--- config.mk ---
export PLATFORM = sky130hd
export DESIGN_NAME = sqf_front
export DESIGN_NICKNAME = d
export VERILOG_FILES = /design/src/rtl/sqf_pkg.sv /design/src/rtl/sqf_edges.sv /design/src/rtl/sqf_deser.sv /design/src/rtl/sqf_ser.sv /design/src/rtl/sqf_ctrl.sv /design/src/rtl/sqf_front.sv
export SDC_FILE = /design/constraint.sdc
export NUM_CORES = 1
export LEC_CHECK = 0
export ABC_AREA = 1
export BUFFER_PORTS_ARGS = -buffer_cell sky130_fd_sc_hd__buf_2
export CAP_MARGIN = 20
export CORE_MARGIN = 3
export CORE_UTILIZATION = 50
export CTS_CLUSTER_DIAMETER = 40
export CTS_CLUSTER_SIZE = 24
export DETAILED_ROUTE_END_ITERATION = 7
export PLACE_DENSITY = 0.74
export SKIP_LAST_GASP = 1
export SYNTH_ARGS = -nofsm -noshare
export SYNTH_HDL_FRONTEND = slang
export SYNTH_SLANG_ARGS = --single-unit
export TNS_END_PERCENT = 10
--- constraint.sdc ---
create_clock -name clk -period 2.1 [get_ports clk]
set_clock_uncertainty 0.2 [all_clocks]
set_input_delay 0.315 -clock clk [delete_from_list [all_inputs] [get_ports clk]]
set_output_delay 0.315 -clock clk [all_outputs]
set_load 0.02 [all_outputs]
--- src/rtl/sqf_pkg.sv ---
package sqf_pkg;

    typedef enum logic [2:0] {
        PH_OPC,
        PH_ADDR,
        PH_DUMMY,
        PH_DOUT,
        PH_DIN,
        PH_SKIP
    } phase_e;

    localparam int UNIT_CNT_W = 3;

    // index of the final transfer unit of a byte for the current width
    function automatic logic [UNIT_CNT_W-1:0] last_unit(input logic quad);
        return quad ? 3'd1 : 3'd7;
    endfunction

    function automatic logic [7:0] shift_in(input logic [7:0] acc, input logic quad,
                                            input logic [3:0] sio);
        return quad ? {acc[3:0], sio} : {acc[6:0], sio[0]};
    endfunction

    function automatic logic [3:0] out_unit(input logic [7:0] sh, input logic quad);
        return quad ? sh[7:4] : {2'b00, sh[7], 1'b0};
    endfunction

    function automatic logic [3:0] oe_mask(input logic quad);
        return quad ? 4'b1111 : 4'b0010;
    endfunction

endpackage

--- src/rtl/sqf_edges.sv ---
module sqf_edges (
    input  logic clk,
    input  logic rst,
    input  logic sck,
    input  logic cs_n,
    output logic sck_rise,
    output logic sck_fall
);
    logic sck_q;

    always_ff @(posedge clk) begin
        if (rst) sck_q <= 1'b0;
        else     sck_q <= sck;
    end

    // edges count only while the transaction is selected
    assign sck_rise = !cs_n &&  sck && !sck_q;
    assign sck_fall = !cs_n && !sck &&  sck_q;

endmodule

--- src/rtl/sqf_deser.sv ---
module sqf_deser import sqf_pkg::*; (
    input  logic       clk,
    input  logic       rst,
    input  logic       clear,
    input  logic       rise,
    input  logic       quad,
    input  logic [3:0] sio_in,
    output logic       byte_done,
    output logic [7:0] byte_val
);
    logic [7:0]            acc;
    logic [UNIT_CNT_W-1:0] cnt;

    assign byte_val  = shift_in(acc, quad, sio_in);
    assign byte_done = rise && (cnt == last_unit(quad));

    always_ff @(posedge clk) begin
        if (rst || clear) begin
            acc <= '0;
            cnt <= '0;
        end else if (rise) begin
            acc <= byte_val;
            cnt <= byte_done ? '0 : cnt + 3'd1;
        end
    end

    AST_UNIT_RANGE: assert property (@(posedge clk) disable iff (rst)
        cnt <= last_unit(quad));

endmodule

--- src/rtl/sqf_ser.sv ---
module sqf_ser import sqf_pkg::*; (
    input  logic       clk,
    input  logic       rst,
    input  logic       active,
    input  logic       quad,
    input  logic       rise,
    input  logic       fall,
    input  logic [7:0] rd_data,
    output logic [3:0] sio_out,
    output logic       byte_req
);
    logic [7:0]            sh;
    logic [7:0]            sh_n;
    logic [UNIT_CNT_W-1:0] cnt;

    always_comb begin
        if (cnt == '0)  sh_n = rd_data;
        else if (quad)  sh_n = {sh[3:0], 4'b0000};
        else            sh_n = {sh[6:0], 1'b0};
    end

    // host has just sampled the final unit of a byte: fetch the next one
    assign byte_req = active && rise && (cnt == '0);

    always_ff @(posedge clk) begin
        if (rst || !active) begin
            sh      <= '0;
            cnt     <= '0;
            sio_out <= '0;
        end else if (fall) begin
            sh      <= sh_n;
            sio_out <= out_unit(sh_n, quad);
            cnt     <= (cnt == last_unit(quad)) ? '0 : cnt + 3'd1;
        end
    end

    AST_REQ_SPACING: assert property (@(posedge clk) disable iff (rst)
        byte_req |=> !byte_req);

endmodule

--- src/rtl/sqf_ctrl.sv ---
module sqf_ctrl import sqf_pkg::*; #(
    parameter int         ADDR_BYTES = 3,
    parameter logic [7:0] OP_READ    = 8'h03,
    parameter logic [7:0] OP_FREAD   = 8'h0B,
    parameter logic [7:0] OP_IDREAD  = 8'h9F,
    parameter logic [7:0] OP_QEN     = 8'h38,
    parameter logic [7:0] OP_QRST    = 8'hFF,
    localparam int        ADDR_W     = 8 * ADDR_BYTES
) (
    input  logic              clk,
    input  logic              rst,
    input  logic              cs_n,
    input  logic              byte_done,
    input  logic [7:0]        byte_val,
    input  logic              byte_req,
    output phase_e            phase,
    output logic              quad,
    output logic              cmd_valid,
    output logic [7:0]        cmd_opcode,
    output logic [ADDR_W-1:0] cmd_addr,
    output logic              wr_valid,
    output logic [7:0]        wr_data,
    output logic              rd_req
);
    localparam int ACNT_W = (ADDR_BYTES > 1) ? $clog2(ADDR_BYTES) : 1;

    logic [ACNT_W-1:0] acnt;
    logic              is_read, is_fread, is_id;

    assign is_read  = (byte_val == OP_READ);
    assign is_fread = (byte_val == OP_FREAD);
    assign is_id    = (byte_val == OP_IDREAD);

    always_ff @(posedge clk) begin
        if (rst) begin
            phase      <= PH_OPC;
            quad       <= 1'b0;
            acnt       <= '0;
            cmd_valid  <= 1'b0;
            cmd_opcode <= '0;
            cmd_addr   <= '0;
            wr_valid   <= 1'b0;
            wr_data    <= '0;
            rd_req     <= 1'b0;
        end else begin
            cmd_valid <= 1'b0;
            wr_valid  <= 1'b0;
            rd_req    <= byte_req;
            if (cs_n) begin
                phase <= PH_OPC;
                acnt  <= '0;
            end else if (byte_done) begin
                unique case (phase)
                    PH_OPC: begin
                        cmd_opcode <= byte_val;
                        acnt       <= '0;
                        if (is_read || is_fread) begin
                            phase <= PH_ADDR;
                        end else if (is_id) begin
                            phase     <= PH_DOUT;
                            cmd_addr  <= '0;
                            cmd_valid <= 1'b1;
                            rd_req    <= 1'b1;
                        end else if (byte_val == OP_QEN) begin
                            quad  <= 1'b1;
                            phase <= PH_SKIP;
                        end else if (byte_val == OP_QRST) begin
                            quad  <= 1'b0;
                            phase <= PH_SKIP;
                        end else begin
                            phase <= quad ? PH_ADDR : PH_SKIP;
                        end
                    end
                    PH_ADDR: begin
                        cmd_addr <= (cmd_addr << 8) | ADDR_W'(byte_val);
                        acnt     <= acnt + 1'b1;
                        if (acnt == ACNT_W'(ADDR_BYTES - 1)) begin
                            acnt      <= '0;
                            cmd_valid <= 1'b1;
                            if (cmd_opcode == OP_READ) begin
                                phase  <= PH_DOUT;
                                rd_req <= 1'b1;
                            end else if (cmd_opcode == OP_FREAD) begin
                                phase <= PH_DUMMY;
                            end else begin
                                phase <= PH_DIN;
                            end
                        end
                    end
                    PH_DUMMY: begin
                        phase  <= PH_DOUT;
                        rd_req <= 1'b1;
                    end
                    PH_DIN: begin
                        wr_valid <= 1'b1;
                        wr_data  <= byte_val;
                    end
                    default: ;
                endcase
            end
        end
    end

    AST_WR_QUAD_ONLY: assert property (@(posedge clk) disable iff (rst)
        wr_valid |-> quad);

    AST_ABORT_QUIET: assert property (@(posedge clk) disable iff (rst)
        cs_n |=> !(cmd_valid || wr_valid || rd_req));

endmodule

--- src/rtl/sqf_front.sv ---
module sqf_front import sqf_pkg::*; #(
    parameter int         ADDR_BYTES = 3,
    parameter logic [7:0] OP_READ    = 8'h03,
    parameter logic [7:0] OP_FREAD   = 8'h0B,
    parameter logic [7:0] OP_IDREAD  = 8'h9F,
    parameter logic [7:0] OP_QEN     = 8'h38,
    parameter logic [7:0] OP_QRST    = 8'hFF
) (
    input  logic                    clk,
    input  logic                    rst,
    input  logic                    sck,
    input  logic                    cs_n,
    input  logic [3:0]              sio_in,
    output logic [3:0]              sio_out,
    output logic [3:0]              sio_oe,
    output logic                    cmd_valid,
    output logic [7:0]              cmd_opcode,
    output logic [8*ADDR_BYTES-1:0] cmd_addr,
    output logic                    wr_valid,
    output logic [7:0]              wr_data,
    output logic                    rd_req,
    input  logic [7:0]              rd_data
);
    logic       sck_rise, sck_fall;
    logic       byte_done, byte_req, quad, in_dout;
    logic [7:0] byte_val;
    phase_e     phase;

    sqf_edges u_edges (
        .clk      (clk),
        .rst      (rst),
        .sck      (sck),
        .cs_n     (cs_n),
        .sck_rise (sck_rise),
        .sck_fall (sck_fall)
    );

    sqf_deser u_deser (
        .clk       (clk),
        .rst       (rst),
        .clear     (cs_n),
        .rise      (sck_rise),
        .quad      (quad),
        .sio_in    (sio_in),
        .byte_done (byte_done),
        .byte_val  (byte_val)
    );

    sqf_ctrl #(
        .ADDR_BYTES (ADDR_BYTES),
        .OP_READ    (OP_READ),
        .OP_FREAD   (OP_FREAD),
        .OP_IDREAD  (OP_IDREAD),
        .OP_QEN     (OP_QEN),
        .OP_QRST    (OP_QRST)
    ) u_ctrl (
        .clk        (clk),
        .rst        (rst),
        .cs_n       (cs_n),
        .byte_done  (byte_done),
        .byte_val   (byte_val),
        .byte_req   (byte_req),
        .phase      (phase),
        .quad       (quad),
        .cmd_valid  (cmd_valid),
        .cmd_opcode (cmd_opcode),
        .cmd_addr   (cmd_addr),
        .wr_valid   (wr_valid),
        .wr_data    (wr_data),
        .rd_req     (rd_req)
    );

    assign in_dout = (phase == PH_DOUT);

    sqf_ser u_ser (
        .clk      (clk),
        .rst      (rst),
        .active   (in_dout),
        .quad     (quad),
        .rise     (sck_rise),
        .fall     (sck_fall),
        .rd_data  (rd_data),
        .sio_out  (sio_out),
        .byte_req (byte_req)
    );

    assign sio_oe = in_dout ? oe_mask(quad) : 4'b0000;

    AST_OE_RELEASE: assert property (@(posedge clk) disable iff (rst)
        cs_n |=> (sio_oe == 4'b0000));

    AST_OE_START_FETCH: assert property (@(posedge clk) disable iff (rst)
        $rose(sio_oe != 4'b0000) |-> rd_req);

endmodule

======== After elaboration in Yosys (flattened, before gate mapping) ========
Index checks and enable logic that the tools add are counted.
Widths: inputs -> output; s select.
cells by class
  reduce and logical (&&, ||, !) cells .... 27
  bitwise logic cells ..................... 5
  $add $sub $neg .......................... 3
  equality and inequality tests ........... 17
  muxes and demuxes ....................... 37
operator list
  cell                 number
  $mux 24              2
  $pmux 24 s2          1
  $mux 3               11
  $mux 8               3
  $or 24x8->24         1
  $eq 8x2->1 const B   2
  $eq 8x4->1 const B   2
  $eq 8x8->1 const B   2
  $mux 1               12
  $mux 4               3
  $pmux 3 s3           1
  $reduce_and 3->1     3
  $eq 8x6->1 const B   1
  $logic_and 1x1->1    7
  $add 3x1->3 const B  2
  $eq 3x2->1 const B   2
  $eq 3x3->1           2
  $logic_not 3->1      2
  $reduce_and 6->1     1
  $reduce_and 5->1     1
  $logic_not 1->1      4
  $ne 2x1->1 const B   2
  $not 1->1            4
  $pmux 2 s2           1
  other kinds (14)     17
word-level totals
  register bits ........................... 74
  logic and storage cells ................. 104

======== Longest topological paths before layout ========
  depth in word-level cells ............... 10
  mapped depth ............................ 14
  gate-level depth less buffers ........... 12

======== Hierarchy ========
Synthesis repeated with hierarchy kept, for this count alone.
unflattened totals
  cells, all modules ...................... 491
  area, all modules ....................... 3447.1 um^2
by module, submodules not included
  module     area each (um^2)  seq. area each (um^2)  times used  cells an instance
  sqf_ctrl   2052.0            980.9                  1           282
  sqf_ser    759.5             280.3                  1           112
  sqf_deser  539.3             200.2                  1           81
  sqf_front  50.0              0.0                    1           8
  sqf_edges  46.3              20.0                   1           8

======== Least setup slack after synthesis ========
OpenSTA, ideal clock, no wires.
  path type ............................... register -> output
  start ................................... reg u_ctrl.quad
  end ..................................... out sio_oe[2]
  data required time ...................... 1585 ps
  path slack .............................. 213 ps
  cell stages (with the launch flop) ...... 7
  arrival ................................. 1372 ps
  path through ............................ dfxtp_1 buf_6 inv_4 buf_8 clkbuf_1 nor2_1 buf_4
between the ends
  word-level cells in the longest chain between the ends .. 2
ends and longest elaborated chain
  item                    RTL line         text
  start, declared         sqf_ctrl.sv:17   output logic quad,
  start signal, assigned  sqf_ctrl.sv:37   quad <= 1'b0;
  start signal, assigned  sqf_ctrl.sv:65   quad <= 1'b1;
  start signal, assigned  sqf_ctrl.sv:68   quad <= 1'b0;
  $mux 4                  sqf_pkg.sv:29    return quad ? 4'b1111 : 4'b0010;
  $mux 4                  sqf_front.sv:87  assign sio_oe = in_dout ? oe_mask(quad) : 4'b0000;
  end, declared           sqf_front.sv:15  output logic [3:0] sio_oe,
No other way between the ends.

======== Worst setup path in the final report ========
  start ................................... in sck
  end ..................................... reg u_ctrl.cmd_addr[0]
between the ends
  word-level cells in the longest chain between the ends .. 4
ends and longest elaborated chain
  item                             RTL line         text
  start, declared                  sqf_front.sv:11  input logic sck,
  $logic_and 1x1->1 (2 in series)  sqf_edges.sv:17  assign sck_rise = !cs_n && sck && !sck_q;
  $logic_and 1x1->1                sqf_deser.sv:15  assign byte_done = rise && (cnt == last_unit(quad));
  $reduce_and 5->1 (no line)       -
  end signal, assigned             sqf_ctrl.sv:75   cmd_addr <= (cmd_addr << 8) | ADDR_W'(byte_val);
  end, declared                    sqf_ctrl.sv:20   output logic [ADDR_W-1:0] cmd_addr,
No other way between the ends.
A chain may end at the register's enable or synchronous reset.

==> flow_metrics.py <==
metrics = {
    "timing": {
        "worst_pin_slew_ns": 0.420,
        "rsz0062_at_grt": "true",
        "finalCritPeriodShare": 0.965,
        "slew_headroom": 0.718,
        "max_freq_ghz": 0.493,
        "tns_ns": 0,
        "setup_viol": 0,
        "drv_slew": 0,
        "layout_setup_ws_ns": 0.0733,
        "hold_viol_final": 0,
        "layout_min_cycle_time_ns": 2.03,
    },
    "route": {
        "highest_layer": "met4",
        "met3WireLength_um": 306,
        "viasPerCell": 5.30,
        "route.vias.total": 3317,
        "drt-met1-wl_um": 3830,
        "wl_met2_um": 4080,
        "post-route-drc-count": 0,
        "dr.pass1.iters": 5,
        "wl_um": 8430,
        "antenna_left": 0,
        "drt_iter0_drc": 153,
        "drt-wirelength-per-cell_um": 13.5,
    },
    "worst_setup_path": {
        "startpoint_type": "input port",
        "worstPathMaxFanout": 6,
        "cp_data_arrival_time_ns": 2.11,
        "worstSetupPathType": "input port to flip-flop",
        "endpoint_kind": "flip-flop",
        "r2r_slack_ns": 0.10,
        "cp.required_ns": 2.18,
    },
    "yosys": {
        "synth_commonest_cells": "nand2_1, dfxtp_1, a21oi_1, inv_1, o21ai_0",
        "ys_async_sr_fraction": 0,
        "yosys_warnings": 0,
        "netlist.area_leader.share": 0.443,
        "synth_nets": 482,
        "synth_cell_type_count": 30,
        "synth_seq_cells": 74,
        "synthesis.area_sq_mm": 0.00334,
        "ys_seq_area_frac": 0.443,
        "synth-edff-count": 0,
        "synthTopCellsByArea": "dfxtp_1, a21oi_1, nand2_1",
        "ys.flop_type": "dfxtp_1",
        "yosys.cell_count.top_type": "nand2_1",
        "syn_area_per_cell_sq_um": 7.22,
        "yosysTopAreaCell": "dfxtp_1",
        "synthCells": 463,
    },
    "cells_and_area": {
        "num-fill-cells": 550,
        "fin_nets": 563,
        "synthToLayoutAreaGrowth_pct": 24.5,
        "drive_gt1_frac": 0.242,
        "antenna_cells": 0,
    },
    "clocking": {
        "clkTransAtPathRegs_ns": 0.08,
        "clkSinkCount": 74,
        "h-tree-depth": 3,
        "cts_buffer_depth": 2,
        "clock-root-buffer": "clkbuf_8",
        "clk_latency_ns": 0.35,
        "cts_buffers": 9,
        "cts_tree": "built",
    },
    "placed_design": {
        "pre_cts_slack_ns": 0.0597,
        "dp_hpwl_um": 5810,
        "io_buffers": 66,
        "gp_congestion": 0.946,
    },
    "floorplan": {
        "die_y_um": 87.7,
        "core_area_sq_mm": 0.00642,
        "ios": 67,
        "fp-row-count": 29,
        "die_x_um": 87.7,
        "initial_utilization": 0.520,
        "fp.dieArea_sq_mm": 0.00770,
    },
    "global_routing": {
        "grt_pass1_vias": 2956,
        "antenna_found_initial": 0,
        "grt_usage": 0.220,
        "grt_pass1_wl_um": 13500,
        "grt_max_degree": 27,
        "grt.overflow.total": 0,
    },
    "power": {
        "vdd_drop_max_mv": 0.427,
        "power_density_mw_per_mm2": 691,
        "total_leakage_power_nw": 1.83,
    },
    "hold_path": {
        "hp-class": "input port to flip-flop",
    },
    "outcome": {
        "status": "completed",
    },
    "flow_run": {
        "cap_violations": 0,
    },
}
power by group:
group	switching, mW	internal (mW)	total (mW)
clock	0.533	0.826	1.36
sequential	0.00389	1.41	1.41
combinational	0.0667	0.0385	0.105
total	0.604	2.27	2.88
sequential cells by signal, indices dropped and copies added (netlist names), 2 cells and up:
| name | count |
|---|---|
| u_ser.sio_out | 4 |
| u_deser.acc | 7 |
| u_ctrl.cmd_opcode | 8 |
| u_ctrl.cmd_addr | 24 |
| u_ser.cnt | 3 |
| u_ctrl.phase | 3 |
| u_ctrl.wr_data | 8 |
| u_deser.cnt | 3 |
| u_ctrl.acnt | 2 |
| u_ser.sh | 7 |
routing by layer:
metal,track usage,vias up
li1,-,1674
met2,0.352,102
met4,0.116,0
met1,0.287,1519
met5,0,-
met3,0.0310,22
path summary, 6_finish.rpt:
| kind | startpoint | to | cells after the start |
|---|---|---|---|
| max | sck | u_ctrl.cmd_addr[0] | 12 |
| min | rst | u_edges.sck_q | 2 |
| min reg2reg | u_ctrl.wr_data[6] | u_ctrl.wr_data[6] | 2 |
| max reg2reg | u_ctrl.quad | u_ctrl.cmd_addr[0] | 11 |
critical path, cell delays in order:
cell and delay [ns]:
dlygate4sd3_1 0.54, buf_6 0.11, nand3b_4 0.08, nor2_4 0.12
nand2_2 0.09, nor2_4 0.14, inv_2 0.07, a21oi_4 0.13
buf_12 0.14, buf_4 0.14, nand3_1 0.09, a21oi_1 0.13
area by class of cell:
cell class | count | area (sq um) | share of cell area
clock buffers | 12 | 145 | 0.0349
inverters | 55 | 211 | 0.0508
well taps | 77 | 96.3 | 0.0232
clock inverters | 4 | 98.8 | 0.0238
flip-flops and latches | 74 | 1480 | 0.356
multi-input cells | 311 | 1530 | 0.369
repair buffers | 93 | 592 | 0.142
stage by stage:
| step | power [mW] | utilization | hold slack (ns) | cell area, sq um | cells |
|---|---|---|---|---|---|
| finish | 2.88 | 0.648 | 0.0101 | 4160 | 626 |
| global route | 2.95 | 0.648 | 0.0193 | 4160 | 626 |
| CTS | 2.88 | 0.627 | 0.00203 | 4030 | 619 |
| detailed placement | 1.54 | 0.587 | 0.237 | 3770 | 602 |
| global placement | 1.54 | 0.587 | 0.233 | 3770 | 602 |
| floorplan | 1.50 | - | 0.222 | 3340 | 463 |
cells in the final DEF, fill, tap and decap left out, types with 2 or more instances in the layout:
cell type  netlist  routed
buf_6            4       3
nand2_2          8       8
nand2_1         96      96
buf_12           0       2
nand4_1          3       3
buf_2            3      65
inv_4            1       2
a21oi_1         72      70
inv_2            5       4
a31oi_1          5       5
nor2_4           1       2
a21oi_2          0       2
o21ai_0         38      38
dfxtp_1         74      73
nor2_2           4       3
clkbuf_8         0      10
buf_4            5      21
nand3_1         37      36
nor2_1          29      29
nor3_1           5       5
a211oi_1         3       3
inv_1           49      49
bufinv_16        0       3
ha_1             3       3
clkbuf_1         9       2
kinds of logic after synthesis:
group	Yosys count	synth area share
simple gates	186	0.245
compound gates	121	0.191
buf+inv	78	0.107
flops	74	0.443
fa+ha+maj	3	0.0112
xor+xnor	1	0.00262
repair_timing:
item | in CTS | in global routing
endpoints found under the hold margin | 1 | 0
buffers inserted | 0 | 5
gates resized for setup | 0 | 11
setup endpoints to repair | 0 | 28
hold buffers | 1 | 0
Power figures use the tool's default switching activity.
